File: src/rtl/timer_pkg.sv
package timer_pkg;
  localparam int ADDR_W = 2;
  localparam int PRE_W  = 4;

  localparam logic [ADDR_W-1:0] A_CTRL = 2'd0;
  localparam logic [ADDR_W-1:0] A_MOD  = 2'd1;
  localparam logic [ADDR_W-1:0] A_CNT  = 2'd2;

  localparam int B_EN     = 0;
  localparam int B_FLAG   = 2;
  localparam int B_IE     = 3;
  localparam int B_OVW    = 4;
  localparam int B_DBG    = 5;
  localparam int B_DOZE   = 6;
  localparam int B_PRE_LO = 8;

  typedef struct packed {
    logic [PRE_W-1:0] pre;
    logic             doze_frz;
    logic             dbg_frz;
    logic             ovw;
    logic             ie;
    logic             en;
  } ctrl_t;
endpackage

File: src/rtl/tmr_prescaler.sv
module tmr_prescaler #(
  parameter int SEL_W = 4
) (
  input  logic             clk,
  input  logic             rst,
  input  logic             run,
  input  logic             restart,
  input  logic [SEL_W-1:0] sel,
  output logic             tick
);
  localparam int DIV_W = (1 << SEL_W) - 1;

  logic [DIV_W-1:0] div_q;
  logic [DIV_W-1:0] term;

  // terminal value 2^sel - 1 as a thermometer code
  for (genvar i = 0; i < DIV_W; i++) begin : g_term
    assign term[i] = (sel > SEL_W'(i));
  end

  assign tick = run && (div_q == term);

  always_ff @(posedge clk) begin
    if (rst || restart) begin
      div_q <= '0;
    end else if (run) begin
      div_q <= tick ? '0 : div_q + DIV_W'(1);
    end
  end
endmodule

File: src/rtl/tmr_downcount.sv
module tmr_downcount #(
  parameter int W = 16
) (
  input  logic         clk,
  input  logic         rst,
  input  logic         tick,
  input  logic         force_ld,
  input  logic [W-1:0] force_val,
  input  logic [W-1:0] reload_val,
  output logic [W-1:0] cnt,
  output logic         wrap,
  output logic         loaded
);
  assign wrap   = tick && (cnt == '0);
  assign loaded = wrap || force_ld;

  always_ff @(posedge clk) begin
    if (rst) begin
      cnt <= '1;
    end else if (force_ld) begin
      cnt <= force_val;
    end else if (wrap) begin
      cnt <= reload_val;
    end else if (tick) begin
      cnt <= cnt - W'(1);
    end
  end
endmodule

File: src/rtl/tmr_ctrl_regs.sv
module tmr_ctrl_regs
  import timer_pkg::*;
#(
  parameter int W = 16
) (
  input  logic              clk,
  input  logic              rst,
  input  logic              wr_en,
  input  logic [ADDR_W-1:0] addr,
  input  logic [W-1:0]      wdata,
  input  logic              flag_set,
  output ctrl_t             ctrl,
  output logic [W-1:0]      mod,
  output logic              flag,
  output logic              mod_wr,
  output logic              pre_chg
);
  logic ctl_wr;
  logic unused_bits;

  assign ctl_wr  = wr_en && (addr == A_CTRL);
  assign mod_wr  = wr_en && (addr == A_MOD);
  assign pre_chg = ctl_wr && (wdata[B_PRE_LO +: PRE_W] != ctrl.pre);
  assign unused_bits = ^{wdata[W-1:B_PRE_LO+PRE_W], wdata[7], wdata[1]};

  always_ff @(posedge clk) begin
    if (rst) begin
      ctrl <= '0;
      mod  <= '1;
      flag <= 1'b0;
    end else begin
      if (ctl_wr) begin
        ctrl.en       <= wdata[B_EN];
        ctrl.ie       <= wdata[B_IE];
        ctrl.ovw      <= wdata[B_OVW];
        ctrl.dbg_frz  <= wdata[B_DBG];
        ctrl.doze_frz <= wdata[B_DOZE];
        ctrl.pre      <= wdata[B_PRE_LO +: PRE_W];
      end
      if (mod_wr) begin
        mod <= wdata;
      end
      if (flag_set) begin
        flag <= 1'b1;
      end else if (mod_wr || (ctl_wr && wdata[B_FLAG])) begin
        flag <= 1'b0;
      end
    end
  end
endmodule

File: src/rtl/interval_timer.sv
module interval_timer
  import timer_pkg::*;
#(
  parameter int CNT_W = 16
) (
  input  logic              clk,
  input  logic              rst,
  input  logic              wr_en,
  input  logic [ADDR_W-1:0] addr,
  input  logic [CNT_W-1:0]  wdata,
  output logic [CNT_W-1:0]  rdata,
  input  logic              doze_i,
  input  logic              debug_i,
  output logic              irq_o
);
  ctrl_t             ctrl;
  logic [CNT_W-1:0]  mod_w;
  logic [CNT_W-1:0]  cnt_w;
  logic [CNT_W-1:0]  ctrl_word;
  logic              flag_w, mod_wr, pre_chg;
  logic              en_w, ie_w, ovw_w, dbg_frz_w, doze_frz_w;
  logic              run, tick, wrap, loaded, force_ld;

  assign en_w       = ctrl.en;
  assign ie_w       = ctrl.ie;
  assign ovw_w      = ctrl.ovw;
  assign dbg_frz_w  = ctrl.dbg_frz;
  assign doze_frz_w = ctrl.doze_frz;

  assign run      = en_w && !(doze_frz_w && doze_i) && !(dbg_frz_w && debug_i);
  assign force_ld = mod_wr && ovw_w;

  tmr_ctrl_regs #(.W(CNT_W)) u_regs (
    .clk      (clk),
    .rst      (rst),
    .wr_en    (wr_en),
    .addr     (addr),
    .wdata    (wdata),
    .flag_set (wrap),
    .ctrl     (ctrl),
    .mod      (mod_w),
    .flag     (flag_w),
    .mod_wr   (mod_wr),
    .pre_chg  (pre_chg)
  );

  tmr_prescaler #(.SEL_W(PRE_W)) u_pre (
    .clk     (clk),
    .rst     (rst),
    .run     (run),
    .restart (pre_chg || loaded),
    .sel     (ctrl.pre),
    .tick    (tick)
  );

  tmr_downcount #(.W(CNT_W)) u_cnt (
    .clk        (clk),
    .rst        (rst),
    .tick       (tick),
    .force_ld   (force_ld),
    .force_val  (wdata),
    .reload_val (mod_w),
    .cnt        (cnt_w),
    .wrap       (wrap),
    .loaded     (loaded)
  );

  always_comb begin
    ctrl_word                       = '0;
    ctrl_word[B_EN]                 = en_w;
    ctrl_word[B_FLAG]               = flag_w;
    ctrl_word[B_IE]                 = ie_w;
    ctrl_word[B_OVW]                = ovw_w;
    ctrl_word[B_DBG]                = dbg_frz_w;
    ctrl_word[B_DOZE]               = doze_frz_w;
    ctrl_word[B_PRE_LO +: PRE_W]    = ctrl.pre;
  end

  always_ff @(posedge clk) begin
    if (rst) begin
      rdata <= '0;
      irq_o <= 1'b0;
    end else begin
      irq_o <= flag_w && ie_w;
      case (addr)
        A_CTRL:  rdata <= ctrl_word;
        A_MOD:   rdata <= mod_w;
        A_CNT:   rdata <= cnt_w;
        default: rdata <= '0;
      endcase
    end
  end
endmodule

File: config.mk
export PLATFORM = sky130hd
export DESIGN_NAME = interval_timer
export DESIGN_NICKNAME = d
export VERILOG_FILES = /design/src/rtl/timer_pkg.sv /design/src/rtl/tmr_prescaler.sv /design/src/rtl/tmr_downcount.sv /design/src/rtl/tmr_ctrl_regs.sv /design/src/rtl/interval_timer.sv
export SDC_FILE = /design/constraint.sdc
export NUM_CORES = 1
export LEC_CHECK = 0
export BUFFER_PORTS_ARGS = -buffer_cell sky130_fd_sc_hd__buf_2
export CORE_AREA = 2 2 125 127
export DETAILED_ROUTE_END_ITERATION = 12
export DIE_AREA = 0 0 127 129
export SLEW_MARGIN = 0
export SYNTH_ARGS = -nofsm -noshare
export SYNTH_HDL_FRONTEND = slang
export SYNTH_SLANG_ARGS = --single-unit
File: constraint.sdc
create_clock -name clk -period 2.35 [get_ports clk]
set_input_delay 0.1175 -clock clk [delete_from_list [all_inputs] [get_ports clk]]
set_output_delay 0.1175 -clock clk [all_outputs]
set_load 0.005 [all_outputs]
Yosys cells after proc, flatten, opt, wreduce, memory -nomap -nowiden --
Cells that the tools add are included.
Storage, ports and cells: bits in registers 74, input bits 23, output and inout port bits 17, logic and storage cells 62
Operators by class: add/subtract/negate cells 2, $lt $le $gt $ge 15, eq/ne operators 4, multiplexer cells 7, reductions and logical operators 22
Operator list (count):
- $mux 16 | 3
- $pmux 16 s3 | 1
- $gt 4x4->1 const B | 7
- $gt 4x3->1 const B | 4
- $logic_not 16->1 | 1
- $sub 16x1->16 const B | 1
- $add 15x1->15 const B | 1
- $eq 15x15->1 | 1
- $mux 15 | 1
- $logic_and 1x1->1 | 12
- $gt 4x1->1 const B | 2
- $gt 4x2->1 const B | 2
- $logic_or 1x1->1 | 4
- $ne 4x4->1 | 1
- $reduce_bool 3->1 | 1
- $eq 2x1->1 const B | 1
- $eq 2x2->1 const B | 1
- $logic_not 1->1 | 2
- $logic_not 2->1 | 1
- $mux 1 | 2
- $reduce_bool 2->1 | 1

Depth between registers and ports, before layout --
Gate-level depths: netlist of run 1.
depth in word-level cells 9, depth in mapped cells 10, depth with buffers taken out 8

Modules after synthesis --
A second synthesis of run 1 with hierarchy kept.
Unflattened totals: cell total of the unflattened synthesis 475, area, all modules 4180.3 um^2
Modules (own cells, without submodules):
- tmr_downcount | instances 1, cells an instance 147, area an instance 1129.8 um^2, sequential area each 320.3 um^2
- tmr_prescaler | instances 1, cells an instance 133, area an instance 1107.3 um^2, sequential area each 300.3 um^2
- tmr_ctrl_regs | instances 1, cells an instance 110, area an instance 1027.2 um^2, sequential area each 520.5 um^2
- interval_timer | instances 1, cells an instance 85, area an instance 915.9 um^2, sequential area each 340.3 um^2

Least setup slack after synthesis of run 1 --
Ideal clock, no wire load.
path kind register -> register, from register u_cnt.cnt[0], to register u_cnt.cnt[10], setup time 0.119 ns, arrival time 1.878 ns, data required time 2.231 ns, setup slack 0.353 ns, cell stages (with the launch flop) 9, buffers on the path 0, period minus slack after synthesis 1.997 ns, cell sequence dfxtp_1 > inv_1 > ha_1 > nor3b_2 > nand2_1 > or4_1 > mux2_2 > o31ai_1 > o21ai_1
Between the ends: longest elaborated chain between the ends 4, elaborated cells on any way between the ends 7, classes of those cells 1 x add/sub; 3 x mux; 3 x reduce/logical
Ends and longest elaborated chain:
- start, declared | line tmr_downcount.sv:10 | output logic [W-1:0] cnt,
- start signal, assigned | line tmr_downcount.sv:21 | cnt <= force_val;
- start signal, assigned | line tmr_downcount.sv:23 | cnt <= reload_val;
- start signal, assigned | line tmr_downcount.sv:25 | cnt <= cnt - W'(1);
- $sub 16x1->16 / $logic_not 16->1 (equally long branches) | line tmr_downcount.sv:25, tmr_downcount.sv:14
- $mux 16 / $logic_and 1x1->1 (equally long branches) | line tmr_downcount.sv:24, tmr_downcount.sv:14
- $mux 16 | line tmr_downcount.sv:22 | end else if (wrap) begin
- $mux 16 | line tmr_downcount.sv:20 | end else if (force_ld) begin
Several ways; a longest one is shown, not always the timed one. The select of a mux whose other input is x is not followed. A chain may end at the register's enable or synchronous reset.

Final worst setup path of run 1 --
from register u_regs.ctrl[7] (netlist name), to register u_cnt.cnt[8]
Between the ends: longest elaborated chain between the ends 6, elaborated cells on any way between the ends 21, classes of those cells 15 x order compare; 1 x eq/ne; 2 x mux; 3 x reduce/logical
Ends and longest elaborated chain:
- $gt 4x1->1 (tied with other cells) | line tmr_prescaler.sv:18 | assign term[i] = (sel > SEL_W'(i));
- $eq 15x15->1 * | line tmr_prescaler.sv:21 | assign tick = run && (div_q == term);
- $logic_and 1x1->1 * | line tmr_prescaler.sv:21
- $logic_and 1x1->1 | line tmr_downcount.sv:14 | assign wrap = tick && (cnt == '0);
- $mux 16 | line tmr_downcount.sv:22
- $mux 16 | line tmr_downcount.sv:20
Every way passes the cells marked *; elsewhere a longest branch is shown, timed or not.

==> results of run 1 <==
==> cell usage after synthesis (all sizes together), types with 2 or more instances <==
master / number
clkbuf: 22
a211oi: 13
dfxtp: 74
nand3b: 16
a22oi: 8
inv: 6
nand2: 59
a21boi: 4
nor2b: 5
a31oi: 4
o41ai: 2
o32a: 2
o21bai: 2
nor4: 15
a2bb2oi: 2
nor4b: 3
nor3: 33
and3: 6
xnor2: 9
nor2: 74
nand4: 5
mux2i: 19
nor3b: 2
nand3: 14
o22a: 2
o21a: 2
and2: 8
o211ai: 5
buf: 25
or4: 4
or3: 3
or2: 4
a21oi: 27
mux2: 2
nand2b: 2
xor2: 19
o21ai: 12
ha: 2
o31ai: 6
==> cell usage in the layout, fill, tap and decap left out, types with 5 or more instances in the layout <==
cell	n
dfxtp_1	72
nor2_1	64
nand2_1	58
buf_2	39
buf_4	35
nor3_1	32
a21oi_1	27
xor2_1	19
mux2i_1	19
nand3b_1	16
nand3_1	11
nor2_2	10
a211oi_2	10
o21ai_0	9
xnor2_1	9
clkbuf_16	9
and2_1	8
a22oi_1	8
nor4_2	8
nor4_1	7
o31ai_1	6
inv_1	5
nor2b_1	5
nand4_1	5
==> area by class of cell <==
class,count,area [µm²]
Clock buffer,10,239
Clock inverter,5,55.1
Fill cell,1551,9800
Inverter,6,22.5
Multi-Input combinational cell,409,2650
Sequential cell,74,1480
Tap cell,188,235
Timing Repair Buffer,76,498
==> per-layer routing <==
| layer | routed length, µm | share of wire | up-vias | GRT usage |
|---|---|---|---|---|
| li1 | - | - | 1986 | - |
| met1 | 5740 | 0.47 | 1963 | 0.206 |
| met2 | 5540 | 0.45 | 119 | 0.243 |
| met3 | 665 | 0.054 | 22 | 0.0274 |
| met4 | 325 | 0.026 | 0 | 0.0821 |
| met5 | 0 | 0 | - | 0 |
==> power groups by stage <==
stage / registers (µW) / logic (µW) / clock network [µW]
2_1_floorplan: 1350 / 222 / 0
3_3_place_gp: 1350 / 329 / 0
5_1_grt: 1330 / 371 / 1460
3_5_place_dp: 1350 / 333 / 0
6_report: 1330 / 336 / 1380
4_1_cts: 1330 / 334 / 1400
==> critical path: cells and delay by family (launching register included) <==
family | cells | cell delay [ns]
AO/OA/AOI/OAI | 5 | 1.12
AND/OR/NAND/NOR | 1 | 0.31
flip-flops | 1 | 0.40
buffers and inverters | 1 | 0.21
==> sequential cells by signal, indices dropped and copies added, names as in the netlist <==
signal / count
u_regs.mod: 16
u_pre.div_q: 15
u_regs.ctrl: 9
u_cnt.cnt: 16
rdata: 16
irq_o: 1
u_regs.flag: 1
==> worst min path at each step <==
stage	cells past startpoint	to	slack [ns]	startpoint
4_1_cts	3	u_regs.mod[7]$_SDFFE_PP1P_	0.0007	wdata[7]
3_5_place_dp	3	u_regs.mod[7]$_SDFFE_PP1P_	0.36	wdata[7]
6_report	3	u_regs.mod[7]$_SDFFE_PP1P_	0.01	wdata[7]
2_1_floorplan	2	u_regs.mod[10]$_SDFFE_PP1P_	0.24	wdata[10]
3_3_place_gp	3	u_regs.mod[7]$_SDFFE_PP1P_	0.35	wdata[7]
5_1_grt	3	u_regs.mod[12]$_SDFFE_PP1P_	0.02	wdata[12]
==> metrics by stage <==
stage / area (µm²) / hold slack, ns / setup slack (ns) / power (µW) / std cells
after floorplan: 4390 / 0.238 / 0.353 / 1570 / 536
after global placement: 4880 / 0.349 / 0.0966 / 1680 / 753
after detailed placement: 4880 / 0.355 / 0.00292 / 1690 / 753
after CTS: 5170 / 0.000699 / 0.0541 / 3060 / 768
after global routing: 5180 / 0.0239 / 0.0128 / 3160 / 768
final: 5180 / 0.0106 / 0.168 / 3040 / 768
==> logic make-up (layout without fill, tap and decap cells) <==
kind of cell / count (synthesis) / count (layout) / share of synthesized area
simple gates: 254 / 254 / 0.309
flops: 74 / 74 / 0.337
compound gates: 104 / 104 / 0.181
xor+xnor: 28 / 28 / 0.0558
buf+inv: 53 / 97 / 0.0629
fa+ha+maj: 2 / 2 / 0.00570
mux: 21 / 21 / 0.0484
==> what timing repair did <==
item                       in CTS  in global routing
gates resized for setup         1                  4
hold buffers                    0                  0
setup endpoints to repair       2                  8
==> impl_metrics.json, run 1 <==
{
  "pwr-share-clk": 0.453,
  "cp_slowest_cell": "a2111oi_2",
  "synth_ff_type": "dfxtp_1",
  "worstRegToRegCells": 7,
  "initial_core_util": 0.293,
  "period_needed_ns": 2.18,
  "core_area_um2": 15000,
  "yosys-top-cells-area": "dfxtp_1, nor2_1, nand2_1",
  "async_flop_share": 0,
  "worst-setup-path-type": "flip-flop to flip-flop",
  "netlist_area_um2": 4390,
  "io-pin-count": 40,
  "peakVddDrop_mv": 0.287,
  "firstDrtPassIters": 4,
  "r2r-start": "u_regs.ctrl[7]$_SDFFE_PP0P_",
  "std_cell_rows": 45,
  "required_ns": 2.55,
  "yosysTopAreaCellShare": 0.337,
  "ys_seq_area_frac": 0.337,
  "wl_per_cell_um": 16.0,
  "fmax_ghz": 0.458,
  "synth_largest_area_cell": "dfxtp_1",
  "drt_iter0_markers": 410,
  "maxCapViolCount": 0,
  "cts_tree": "built",
  "syn_area_per_cell_um2": 8.20,
  "swShare": 0.251,
  "maxSlewViolCount": 0,
  "rsz0062_at_grt": "false",
  "antenna_cells": 0,
  "die_y_um": 129,
  "min_path_type": "primary input to flip-flop",
  "antenna_found_initial": 1,
  "worstSetupStartpointType": "flip-flop",
  "reg2reg_setup_slack_ns": 0.17,
  "grt_usage": 0.156,
  "tightest_slew_ns": 0.680,
  "clkTransAtPathRegs_ns": 0.06,
  "routed_wl_um": 12300,
  "p_switching_uw": 765,
  "p_int_uw": 2280,
  "finalHoldViolations": 0,
  "synth_seq_cells": 74,
  "syn_to_final_growth_pct": 17.9,
  "synth-edff-count": 0,
  "numPortBuffers": 39,
  "cts_setup_buffers": 0,
  "num_vias": 4090,
  "ant_nets": 0,
  "endpoint_kind": "flip-flop",
  "crit_end": "u_cnt.cnt[8]$_SDFFE_PP1P_",
  "cts-buffers-inserted": 9,
  "r2r_end": "u_cnt.cnt[8]$_SDFFE_PP1P_",
  "die_area_um2": 16400,
  "pwr-share-seq": 0.436,
  "ys_types": 73,
  "cp.arrival_ns": 2.39,
  "p_per_area_nw_per_um2": 587,
  "finalSetupViolCount": 0,
  "grt-ovfl-total": 0,
  "skew_ns": 0.00645,
  "drive_gt1_frac": 0.245,
  "cts.sinks": 74,
  "remaining_drc_errors": 0,
  "place_hpwl_um": 8840,
  "final_util": 0.346,
  "clkLatencyLatePin_ns": 0.34,
  "avgViaCountPerCell": 5.33,
  "cts_buffer_depth": 2,
  "relSlewSlack": 0.546,
  "clockRootBuffer": "clkbuf_16",
  "startpoint": "u_regs.ctrl[7]$_SDFFE_PP0P_",
  "htreeDepth": 3,
  "period_share": 0.929,
  "fp.dieW_um": 127,
  "grt_max_degree": 60,
  "grt_pass1_vias": 3950,
  "syn_inst": 536,
  "status": "completed",
  "syn-num-nets": 561,
  "crit_chain": "buf_4 > o21bai_1 > a21boi_0 > o32a_1 > and3_2 > a2111oi_2 > a311oi_2",
  "grt_pass1_wl_um": 20400,
  "gp_congestion": 0.882,
  "fin_nets": 601,
  "crit_fanout": 10,
  "cpPeakStageDelay_ns": 0.41,
  "ys_warn_count": 0,
  "power.leakage_uw": 0.00193,
  "final.setup.tns_ns": 0,
  "power_frac_comb": 0.111
}
Note: power is estimated with default switching activity, not from simulation.
==> inputs of run 2 (changes only) <==
==> constraint.sdc (replaced) <==
create_clock -name clk -period 1.8 [get_ports clk]
set_input_delay 0.09 -clock clk [delete_from_list [all_inputs] [get_ports clk]]
set_output_delay 0.09 -clock clk [all_outputs]
set_load 0.005 [all_outputs]
==> run 2 against run 1 <==
Effect of this change: the run now ends with negative setup slack left; register-to-register slack lost 0.40 ns; final cell count grew 13%; critical path type unchanged; wire length grew 19%; clock skew grew 0.0056 ns.
==> impl_metrics.json, run 2 (synthesized netlist as in run 1, its figures left out) <==
{
  "cts-buffers-inserted": 9,
  "tightest_slew_ns": 0.492,
  "cts.sinks": 74,
  "finalHoldViolations": 0,
  "whs_ns": 0.0106,
  "die_y_um": 129,
  "period_needed_ns": 2.03,
  "setup_ws_ns": -0.230,
  "fin_nets": 698,
  "routed_wl_um": 14600,
  "layout_common_cells": "buf_4, dfxtp_1, nor2_1",
  "status": "finished, violations left",
  "worst-setup-path-type": "flip-flop to flip-flop",
  "wl_per_cell_um": 16.9,
  "power.leakage_uw": 0.00251,
  "std_cell_rows": 45,
  "htreeDepth": 3,
  "gp_congestion": 0.954,
  "min_from": "wdata[0]",
  "cpPeakStageDelay_ns": 0.41,
  "grt_pass1_wl_um": 22900,
  "min_path_cells": 3,
  "grt_pass1_vias": 4406,
  "grt-ovfl-total": 0,
  "r2r_end": "u_cnt.cnt[10]$_SDFFE_PP1P_",
  "skew_ns": 0.0121,
  "drt_iter0_markers": 393,
  "antenna_cells": 0,
  "worstSetupStartpointType": "flip-flop",
  "worstRegToRegCells": 9,
  "remaining_drc_errors": 0,
  "required_ns": 2.03,
  "place_hpwl_um": 10200,
  "grt_usage": 0.178,
  "cts_buffer_depth": 2,
  "antenna_found_initial": 0,
  "fp.dieW_um": 127,
  "fin_area_um2": 6410,
  "peakVddDrop_mv": 0.438,
  "final.setup.tns_ns": -5.43,
  "reg2reg_setup_slack_ns": -0.23,
  "clkTransAtPathRegs_ns": 0.06,
  "postPlaceCellArea_um2": 5470,
  "hold_end": "u_regs.mod[0]$_SDFFE_PP1P_",
  "cts_tree": "built",
  "cp_slowest_cell": "or4_1",
  "violations": "negative setup slack",
  "die_area_um2": 16400,
  "final_common_cell": "buf_4",
  "relSlewSlack": 0.669,
  "core_area_um2": 15000,
  "p_per_area_nw_per_um2": 653,
  "ant_nets": 0,
  "clockRootBuffer": "clkbuf_16",
  "fmax_ghz": 0.493,
  "finalSetupViolCount": 32,
  "maxCapViolCount": 0,
  "grt_max_degree": 37,
  "top_regs": "rdata x16, u_cnt.cnt x16, u_regs.mod x16",
  "crit_chain": "inv_4 > ha_4 > nor3b_4 > buf_4 > nand2_1 > or4_1 > mux2_2 > o31ai_2 > o21ai_1",
  "syn_to_final_growth_pct": 45.9,
  "rsz0062_at_grt": "true",
  "num_vias": 4516,
  "initial_core_util": 0.293,
  "clkLatencyLatePin_ns": 0.34,
  "numPortBuffers": 39,
  "drive_gt1_frac": 0.403,
  "firstDrtPassIters": 5,
  "endpoint_kind": "flip-flop",
  "r2r-start": "u_cnt.cnt[0]$_SDFFE_PP1P_",
  "min_path_type": "primary input to flip-flop",
  "pre_cts_slack_ns": -0.442,
  "maxSlewViolCount": 0,
  "crit_fanout": 2,
  "cp.arrival_ns": 2.26,
  "avgViaCountPerCell": 5.22,
  "period_share": 1.13,
  "io-pin-count": 40
}
==> run 2: final cells by class <==
type,count,area [µm²]
fill,1414,8570
multi-input combinational,410,2980
sequential,74,1500
timing repair buffer,172,1370
clock buffer,11,243
tap,188,235
clock inverter,4,51.3
inverter,6,25.0
==> run 2: worst max path at each step <==
stage / startpoint / endpoint / slack [ns] / cells after the start
finish: u_cnt.cnt[0]$_SDFFE_PP1P_ / u_cnt.cnt[10]$_SDFFE_PP1P_ / -0.23 / 9
global route: u_cnt.cnt[0]$_SDFFE_PP1P_ / u_cnt.cnt[10]$_SDFFE_PP1P_ / -0.29 / 9
CTS: u_cnt.cnt[0]$_SDFFE_PP1P_ / u_cnt.cnt[10]$_SDFFE_PP1P_ / -0.22 / 9
detailed placement: u_regs.ctrl[5]$_SDFFE_PP0P_ / u_cnt.cnt[1]$_SDFFE_PP1P_ / -0.44 / 8
global placement: u_regs.ctrl[5]$_SDFFE_PP0P_ / u_cnt.cnt[15]$_SDFFE_PP1P_ / -0.40 / 8
floorplan: u_cnt.cnt[0]$_SDFFE_PP1P_ / u_cnt.cnt[10]$_SDFFE_PP1P_ / -0.11 / 8
==> run 2: through the flow <==
step,cells,utilization,power [µW]
2_1_floorplan,536,-,2060
3_3_place_gp,822,0.365,2260
3_5_place_dp,822,0.365,2270
4_1_cts,859,0.415,4170
5_1_grt,865,0.428,4330
6_report,865,0.428,4180
==> run 2: repair_timing <==
| action | 4_1_cts | 5_1_grt |
|---|---|---|
| setup buffers | 15 | 5 |
| gates cloned | 1 | 1 |
| gates resized for setup | 56 | 29 |
| hold endpoints to repair | 8 | 0 |
| pin swaps | 27 | 30 |
| endpoints found under the setup margin | 32 | 32 |
| hold buffers | 8 | 0 |
==> run 2: worst max-delay path, delay by kind of cell, from the launching register on <==
family	cells	cell delay, ns
AO/OA/AOI/OAI	2	0.27
adder cells (fa/ha/maj)	1	0.13
buffers and inverters	2	0.21
flip-flops	1	0.35
multiplexers	1	0.30
AND/OR/NAND/NOR	3	0.65
==> run 2: power by group <==
group,leakage [µW],switching (µW),internal (µW)
logic,0.00176,341,292
clock network,0.000142,720,1110
registers,0.000607,36.1,1690
total,0.00251,1100,3090
==> run 2: metal layers <==
| layer | track usage | share of wire |
|---|---|---|
| met3 | 0.0333 | 0.043 |
| met5 | 0 | 0 |
| met2 | 0.288 | 0.47 |
| met1 | 0.239 | 0.47 |
| met4 | 0.0614 | 0.020 |
